**src/rtl/dls_pkg.sv**
```systemverilog
package dls_pkg;
  localparam int WORD_W        = 16;
  localparam int CTRL_EN_BIT   = 7;
  localparam int LINK_EN_BIT   = 15;
  localparam int LINK_STOP_BIT = 14;

  typedef enum logic {
    SEL_CTRL = 1'b0,
    SEL_LINK = 1'b1
  } reg_sel_e;

  // a completion passes the chain on only when linking is on and not stopped
  function automatic logic chain_open(input logic lnk_en, input logic stop);
    return lnk_en & ~stop;
  endfunction

  // control readback: stored word with the live enable in its bit slot
  function automatic logic [WORD_W-1:0] ctrl_view(input logic [WORD_W-1:0] stored,
                                                  input logic en);
    logic [WORD_W-1:0] v;
    v = stored;
    v[CTRL_EN_BIT] = en;
    return v;
  endfunction
endpackage

```
**src/rtl/dls_chan.sv**
```systemverilog
module dls_chan
  import dls_pkg::*;
#(
  parameter int CHW = 4,
  parameter int IDX = 0
) (
  input  logic              clk,
  input  logic              rst_n,
  input  logic              wr_ctrl,
  input  logic              wr_link,
  input  logic [WORD_W-1:0] wr_data,
  input  logic              start_req,
  input  logic              blk_done,
  output logic              en_o,
  output logic [WORD_W-1:0] ctrl_rd,
  output logic [WORD_W-1:0] link_rd,
  output logic              fire_o,
  output logic [CHW-1:0]    succ_o,
  output logic              self_keep_o
);
  localparam logic [WORD_W-1:0] KEEP_MASK = ~(WORD_W'(1) << CTRL_EN_BIT);

  logic              en_q;
  logic [WORD_W-1:0] ctrl_q;
  logic              lnk_en_q;
  logic              stop_q;
  logic [CHW-1:0]    succ_q;
  logic              done_v;

  assign done_v      = blk_done & en_q;
  assign self_keep_o = chain_open(lnk_en_q, stop_q) && (succ_q == CHW'(IDX));
  assign fire_o      = done_v & chain_open(lnk_en_q, stop_q);
  assign succ_o      = succ_q;
  assign en_o        = en_q;
  assign ctrl_rd     = ctrl_view(ctrl_q, en_q);

  always_comb begin
    link_rd                = '0;
    link_rd[LINK_EN_BIT]   = lnk_en_q;
    link_rd[LINK_STOP_BIT] = stop_q;
    link_rd[CHW-1:0]       = succ_q;
  end

  always_ff @(posedge clk or negedge rst_n) begin
    if (!rst_n) begin
      en_q     <= 1'b0;
      ctrl_q   <= '0;
      lnk_en_q <= 1'b0;
      stop_q   <= 1'b0;
      succ_q   <= '0;
    end else begin
      if (wr_ctrl) begin
        ctrl_q <= wr_data & KEEP_MASK;
        en_q   <= wr_data[CTRL_EN_BIT];
      end else if (start_req && !en_q) begin
        en_q <= 1'b1;
      end else if (done_v && !self_keep_o) begin
        en_q <= 1'b0;
      end
      if (wr_link) begin
        lnk_en_q <= wr_data[LINK_EN_BIT];
        stop_q   <= wr_data[LINK_STOP_BIT];
        succ_q   <= wr_data[CHW-1:0];
      end
    end
  end
endmodule

```
**src/rtl/dls_route.sv**
```systemverilog
module dls_route #(
  parameter int NCH = 16,
  parameter int CHW = 4
) (
  input  logic               clk,
  input  logic               rst_n,
  input  logic [NCH-1:0]     fire,
  input  logic [NCH*CHW-1:0] succ_flat,
  input  logic [NCH-1:0]     kill,
  output logic [NCH-1:0]     start_q
);
  logic [NCH-1:0] hit;

  // target-indexed gather: channel j is requested if any firing source names it
  always_comb begin
    hit = '0;
    for (int j = 0; j < NCH; j++) begin
      for (int i = 0; i < NCH; i++) begin
        if (fire[i] && (succ_flat[i*CHW +: CHW] == CHW'(j))) hit[j] = 1'b1;
      end
    end
  end

  always_ff @(posedge clk or negedge rst_n) begin
    if (!rst_n) start_q <= '0;
    else        start_q <= hit & ~kill;
  end
endmodule

```
**src/rtl/dls_link_seq.sv**
```systemverilog
module dls_link_seq
  import dls_pkg::*;
#(
  parameter int NCH = 16,
  localparam int CHW = (NCH > 1) ? $clog2(NCH) : 1,
  localparam int AW  = CHW + 1
) (
  input  logic              clk,
  input  logic              rst_n,
  input  logic              wr_en,
  input  logic [AW-1:0]     wr_addr,
  input  logic [WORD_W-1:0] wr_data,
  input  logic [AW-1:0]     rd_addr,
  output logic [WORD_W-1:0] rd_data,
  input  logic [NCH-1:0]    blk_done,
  output logic [NCH-1:0]    ch_en,
  output logic              busy
);
  logic [CHW-1:0]     wr_ch;
  logic [CHW-1:0]     rd_ch;
  reg_sel_e           wr_sel;
  reg_sel_e           rd_sel;
  logic [NCH-1:0]     wr_ctrl;
  logic [NCH-1:0]     wr_link;
  logic [NCH-1:0]     kill;
  logic [NCH-1:0]     fire;
  logic [NCH-1:0]     start_q;
  logic [NCH-1:0]     self_keep;
  logic [NCH*CHW-1:0] succ_flat;
  logic [WORD_W-1:0]  ctrl_rd [NCH];
  logic [WORD_W-1:0]  link_rd [NCH];

  assign wr_ch  = wr_addr[AW-1:1];
  assign wr_sel = reg_sel_e'(wr_addr[0]);
  assign rd_ch  = rd_addr[AW-1:1];
  assign rd_sel = reg_sel_e'(rd_addr[0]);

  for (genvar g = 0; g < NCH; g++) begin : g_ch
    assign wr_ctrl[g] = wr_en && (wr_ch == CHW'(g)) && (wr_sel == SEL_CTRL);
    assign wr_link[g] = wr_en && (wr_ch == CHW'(g)) && (wr_sel == SEL_LINK);
    assign kill[g]    = wr_ctrl[g] && !wr_data[CTRL_EN_BIT];

    dls_chan #(.CHW(CHW), .IDX(g)) u_chan (
      .clk        (clk),
      .rst_n      (rst_n),
      .wr_ctrl    (wr_ctrl[g]),
      .wr_link    (wr_link[g]),
      .wr_data    (wr_data),
      .start_req  (start_q[g]),
      .blk_done   (blk_done[g]),
      .en_o       (ch_en[g]),
      .ctrl_rd    (ctrl_rd[g]),
      .link_rd    (link_rd[g]),
      .fire_o     (fire[g]),
      .succ_o     (succ_flat[g*CHW +: CHW]),
      .self_keep_o(self_keep[g])
    );
  end

  dls_route #(.NCH(NCH), .CHW(CHW)) u_route (
    .clk      (clk),
    .rst_n    (rst_n),
    .fire     (fire),
    .succ_flat(succ_flat),
    .kill     (kill),
    .start_q  (start_q)
  );

  always_comb begin
    rd_data = '0;
    for (int c = 0; c < NCH; c++) begin
      if (rd_ch == CHW'(c)) rd_data = (rd_sel == SEL_LINK) ? link_rd[c] : ctrl_rd[c];
    end
  end

  assign busy = |ch_en;
endmodule

```
**config.mk**
```make
export PLATFORM = sky130hd
export DESIGN_NAME = dls_link_seq
export DESIGN_NICKNAME = d
export VERILOG_FILES = /design/src/rtl/dls_pkg.sv /design/src/rtl/dls_chan.sv /design/src/rtl/dls_route.sv /design/src/rtl/dls_link_seq.sv
export SDC_FILE = /design/constraint.sdc
export NUM_CORES = 1
export LEC_CHECK = 0
export ABC_AREA = 1
export BUFFER_PORTS_ARGS = -buffer_cell sky130_fd_sc_hd__buf_2
export CORE_UTILIZATION = 30
export CTS_CLUSTER_SIZE = 30
export DETAILED_ROUTE_END_ITERATION = 7
export PLACE_DENSITY = 0.5
export SLEW_MARGIN = 10
export SYNTH_ARGS = -nofsm -noshare
export SYNTH_HDL_FRONTEND = slang
export SYNTH_HIERARCHICAL = 1
export SYNTH_SLANG_ARGS = --single-unit
```
**constraint.sdc**
```tcl
create_clock -name clk -period 1.5 [get_ports clk]
set_input_delay 0.15 -clock clk [delete_from_list [all_inputs] [get_ports clk]]
set_output_delay 0.15 -clock clk [all_outputs]
set_load 0.005 [all_outputs]
```
==> qor.csv, run 1 <==
stage,metric,value,unit
final_layout,stdcell_count,5080,
sta,slew_headroom,0.545,
global_routing,grt_pass1_vias,22200,
worst_setup_path,crit_path_max_fanout,2,
worst_setup_path,reg2reg_from,g_ch[2].u_chan/en_o$_DFFE_PN0P_,
pwr,vdd_drop_max,0.632,mV
worst_setup_path,start_kind,flip-flop,
worst_setup_path,arrival,2380,ps
logic_synthesis,avgSynthCellArea,6.96,um^2
sta,max_freq,0.396,GHz
global_routing,grt_max_degree,95,
place,io_buffers,77,
worst_setup_path,rrSetupSlack,-370,ps
worst_setup_path,r2r_cells,12,
clock_network,cts.sinks,368,
floorplan,rows,106,
sta,hold_violations,0,
sta,worst_slew_pin_slew,682,ps
clock_network,htreeDepth,2,
sta,worst_hold_slack,14.6,ps
global_routing,gr-total-overflow,0,
worst_setup_path,startpoint,g_ch[2].u_chan/ctrl_q[5]$_DFFE_PN0P_,
worst_setup_path,endpoint,rd_data[5],
sta,min_period_over_period,1.68,
drt,drt_wl_total,90800,um
drt,first_pass_iters,5,
worst_setup_path,worstSetupEndpointType,output port,
clock_network,cts_tree,built,
place,dp_slack,-823,ps
global_routing,globalRouteTotalUtil,0.211,
logic_synthesis,netlist_instances,3672,
drt,first_iter_violations,1761,
sta,rsz0062_at_grt,true,
clock_network,clk_latency,580,ps
final_layout,num_antenna_cells,0,
floorplan,core-area,84000,um^2
drt,drc,0,
logic_synthesis,yosys_warnings,6,
floorplan,dieArea,86400,um^2
global_routing,grt_pass1_wl,138000,um
final_layout,area_delta_synth_final,20.3,%
clock_network,clkSlewWorstSetupHoldPaths,60,ps
drt,routedWlPerCell,17.9,um
global_routing,antenna_found_initial,3,
place,gp_congestion,0.924,
floorplan,pin_count,78,
clock_network,cts_buffers,45,
job,cap_violations,0,
sta,skew,19.0,ps
drt,ant_nets,0,
worst_setup_path,r2r-end,u_route/start_q[13]$_DFF_PN0_,
logic_synthesis,synth_area,25600,um^2
final_layout,nets,3960,
final_layout,final_cell_mix,"1498 x nand2_1, 358 x dfrtp_1, 318 x buf_4, 296 x nor2_1, 194 x nand3_1",
sta,setup_viol,35,
run_status,violations,negative setup slack,
worst_setup_path,required,1350,ps
drt,via_per_inst,4.55,
hold_path,hp-class,in -> async,
final_layout,drive_gt1_frac,0.238,
place,dp_cells,4969,
final_layout,final_common_cell,nand2_1,
clock_network,cts_root_buffer,clkbuf_16,
pwr,powerDensity,1060,nW/um^2
drt,vias,23100,
sta,period_needed,2530,ps
run_status,status,"finished, violations left",
sta,slew_viol_final,0,
worst_setup_path,critPathKind,reg -> out,
floorplan,die_w,294,um
floorplan,die_h,294,um
floorplan,initial_core_util,0.305,
clock_network,clk_path_buf_depth,3,
sta,setup_ws,-1030,ps
place,dp_hpwl,66800,um
pwr,p_leak,0.0163,uW
[metal layers]
metal,share of wire,track usage,vias up,routed length (um)
met5,0,0,-,0
met4,0.032,0.0708,0,2940
met3,0.043,0.0246,132,3920
met2,0.45,0.337,525,41200
met1,0.47,0.295,10800,42700
li1,-,-,11600,-
[critical path: stages, from the launching register on]
cell and delay [ps]:
dfrtp_1 380, nand2_1 70, nand2_1 60, nand2_1 60, nand4_1 130, nor2_2 140
nand4_1 100, nand2_1 120, nand4_1 120, nand2_2 100, nand4_1 260, buf_2 240
[repair_timing]
item	in CTS	in global routing
setup endpoints to repair	39	39
gates resized for setup	160	64
endpoints found under the hold margin	384	0
setup buffers	6	10
hold buffers	17	0
gates cloned	0	1
pin swaps	43	47
[stage by stage]
stage | power [uW] | TNS [ps] | cell area (um^2) | util
6_report | 32500 | -20050 | 30700 | 0.366
3_3_place_gp | 21200 | -32480 | 28300 | 0.337
5_1_grt | 34300 | -23160 | 30700 | 0.366
2_1_floorplan | 18100 | 0 | 26100 | -
3_5_place_dp | 21300 | -35800 | 28300 | 0.337
4_1_cts | 32600 | -19310 | 30400 | 0.363
[how the worst min path moves through the flow]
stage,slack [ps],from,cells after the start,end
after floorplan,-150,rst_n,0,g_ch[0].u_chan/ctrl_q[0]$_DFFE_PN0P_
after global placement,-3,rst_n,1,u_route/start_q[3]$_DFF_PN0_
after detailed placement,-3,rst_n,1,u_route/start_q[3]$_DFF_PN0_
after CTS,5,rst_n,2,g_ch[4].u_chan/succ_o[3]$_DFFE_PN0P_
after global routing,20,rst_n,2,u_route/start_q[3]$_DFF_PN0_
final,10,rst_n,2,g_ch[4].u_chan/succ_o[3]$_DFFE_PN0P_
[layout make-up]
type / count / area [um^2]
clock buffer: 69 / 1380
fill: 8926 / 53200
sequential: 368 / 9220
tap: 1134 / 1420
multi-input combinational: 2829 / 13500
clock inverter: 9 / 56.3
inverter: 180 / 743
timing repair buffer: 491 / 4390
[power by group]
group	switching [uW]	total, uW	internal, uW
Combinational	4870	8600	3730
Clock	4470	10700	6280
Sequential	1380	13100	11700
[registers in the layout, summed over array words and instances, names as in the netlist]
name / count
g_ch.u_chan/ctrl_q: 240
g_ch.u_chan/lnk_en_q: 16
u_route/start_q: 16
g_ch.u_chan/en_o: 16
g_ch.u_chan/stop_q: 16
g_ch.u_chan/succ_o: 64
Power figures use the tool's default switching activity.
==> run 2, diff against run 1 <==
Settings changed: PLACE_DENSITY 0.5 to 0.53.
==> run 2 against run 1 <==
- setup slack worse by 49 ps
- critical path depth stayed put
- combinational power is 3.7% higher
- maximum frequency is 1.9% lower
- largest cell class unchanged
- first-iteration DRC count is 1.6% lower
- critical path type unchanged
- the run still ends with negative setup slack left
==> qor.csv, run 2 (synthesis results as in run 1) <==
stage,metric,value,unit
run_status,status,"finished, violations left",
run_status,violations,negative setup slack,
pwr,p_leak,0.0164,uW
place,gp_congestion,0.922,
global_routing,globalRouteTotalUtil,0.207,
clock_network,cts_tree,built,
final_layout,final_util,0.371,
sta,period_needed,2580,ps
hold_path,min_to,g_ch[2].u_chan/ctrl_q[13]$_DFFE_PN0P_,
worst_setup_path,slowest_stage,dfrtp_1,
drt,first_pass_iters,5,
clock_network,clk_path_buf_depth,3,
final_layout,regMostFlops,g_ch.u_chan/ctrl_q,
final_layout,final_common_cell,nand2_1,
sta,max_freq,0.388,GHz
final_layout,final_area,31100,um^2
sta,worst_slew_pin_slew,989,ps
place,dp_cells,4988,
worst_setup_path,arrival,2430,ps
worst_setup_path,rrSetupSlack,-410,ps
drt,routedWlPerCell,17.5,um
sta,setup_viol,35,
drt,ant_nets,0,
job,cap_violations,0,
floorplan,dieArea,86400,um^2
pwr,powerDensity,1060,nW/um^2
worst_setup_path,critPathKind,reg -> out,
sta,hold_violations,0,
final_layout,drive_gt1_frac,0.248,
global_routing,grt_max_degree,70,
floorplan,die_h,294,um
worst_setup_path,critPathMaxStageDelay,400,ps
final_layout,nets,3977,
sta,slew_viol_final,0,
global_routing,gr-total-overflow,0,
final_layout,largest_reg_flops,240,
clock_network,cts.sinks,368,
sta,min_period_over_period,1.72,
final_layout,stdcell_count,5100,
floorplan,die_w,294,um
worst_setup_path,reg2reg_from,g_ch[12].u_chan/lnk_en_q$_DFFE_PN0P_,
floorplan,core-area,84000,um^2
drt,drc,0,
hold_path,worstHoldStart,wr_data[13],
worst_setup_path,r2r-end,u_route/start_q[14]$_DFF_PN0_,
sta,rsz0062_at_grt,true,
pwr,vdd_drop_max,0.719,mV
floorplan,initial_core_util,0.305,
worst_setup_path,start_kind,flip-flop,
sta,slew_headroom,0.340,
worst_setup_path,cp_common_cell,nand2_1,
final_layout,final_cell_mix,"1483 x nand2_1, 366 x dfrtp_1, 332 x buf_4, 285 x nor2_1, 191 x nand3_1",
hold_path,holdPathStages,3,
clock_network,htreeDepth,2,
floorplan,rows,106,
worst_setup_path,crit_path_max_fanout,2,
place,dp_hpwl,66400,um
drt,first_iter_violations,1733,
final_layout,area_delta_synth_final,21.8,%
drt,via_per_inst,4.54,
place,placed_area,28400,um^2
worst_setup_path,crit_path_cell_trace,nand2_1 -> nand2_1 -> nand2_1 -> nand4_1 -> nor2_2 -> nand4_1 -> nand2_1 -> nand4_1 -> nand2_1 -> nand4_1 -> buf_2,
drt,drt_wl_total,89400,um
worst_setup_path,r2r_cells,14,
place,io_buffers,77,
floorplan,pin_count,78,
clock_network,clkSlewWorstSetupHoldPaths,60,ps
sta,setup_ws,-1080,ps
clock_network,cts_root_buffer,clkbuf_16,
global_routing,antenna_found_initial,4,
clock_network,cts_buffers,44,
hold_path,hp-class,in -> reg,
global_routing,grt_pass1_wl,137000,um
global_routing,grt_pass1_vias,22300,
sta,skew,21.7,ps
final_layout,num_antenna_cells,0,
worst_setup_path,required,1350,ps
worst_setup_path,worstSetupEndpointType,output port,
clock_network,clk_latency,580,ps
drt,vias,23200,
pwr,design_power_total,33000,uW
## run 2: cell count changes in the layout (fill, tap and decap cells not counted), moves of 5 or more
cell,before,now
nor2_1,296,285
dfrtp_1,358,366
nand2_2,75,85
nand2_1,1498,1483
buf_4,318,332
nand2_4,3,8
nand3_4,0,6
dfrtp_2,10,2
nor2_4,25,31
nor2_2,58,63
## run 2: area by class of cell
cell class	count	area (um^2)
fillers	8897	52800
multi-input cells	2829	13700
flip-flops and latches	368	9210
repair buffers	509	4540
well taps	1134	1420
clock buffers	70	1380
inverters	180	748
clock inverters	10	115
## run 2: power breakdown
group          switching [uW]  leakage, uW  total (uW)  internal, uW
logic                    5010       0.0109        8920          3910
clock network            4440     0.000742       11100          6650
registers                1320      0.00475       13000         11700
## run 2: critical path, delay by kind of cell, from the launching register on
family | cells | cell delay [ps]
AND/OR/NAND/NOR | 10 | 1200
flip-flops | 1 | 400
buffers and inverters | 1 | 250
## run 2: metrics by stage
step	setup TNS [ps]	hold WS [ps]	setup WS, ps
6_report	-21580	29.6	-1080
3_5_place_dp	-43310	17.1	-847
5_1_grt	-25010	33.7	-1190
2_1_floorplan	0	-146	49.1
4_1_cts	-20910	11.8	-1110
3_3_place_gp	-37970	14.7	-829
## run 2: what timing repair did
item | CTS | global route
pin swaps | 99 | 104
gates cloned | 2 | 0
hold buffers | 18 | 0
resized for setup | 191 | 96
buffers inserted | 8 | 11
endpoints found under the hold margin | 394 | 0
endpoints found under the setup margin | 38 | 41
## run 2: worst max path at each step
stage / from / end / slack [ps]
global route: g_ch[2].u_chan/ctrl_q[13]$_DFFE_PN0P_ / rd_data[13] / -1190
global placement: rd_addr[4] / rd_data[8] / -830
finish: g_ch[0].u_chan/ctrl_q[6]$_DFFE_PN0P_ / rd_data[6] / -1080
detailed placement: rd_addr[4] / rd_data[8] / -850
floorplan: wr_addr[0] / g_ch[10].u_chan/stop_q$_DFFE_PN0P_ / 50
CTS: g_ch[0].u_chan/ctrl_q[6]$_DFFE_PN0P_ / rd_data[6] / -1110
## run 2: routing by layer
layer | GRT usage | share of wire | vias up
li1 | - | - | 11700
met3 | 0.0177 | 0.040 | 123
met1 | 0.291 | 0.47 | 10900
met5 | 0 | 0 | -
met4 | 0.0689 | 0.033 | 0
met2 | 0.335 | 0.46 | 501
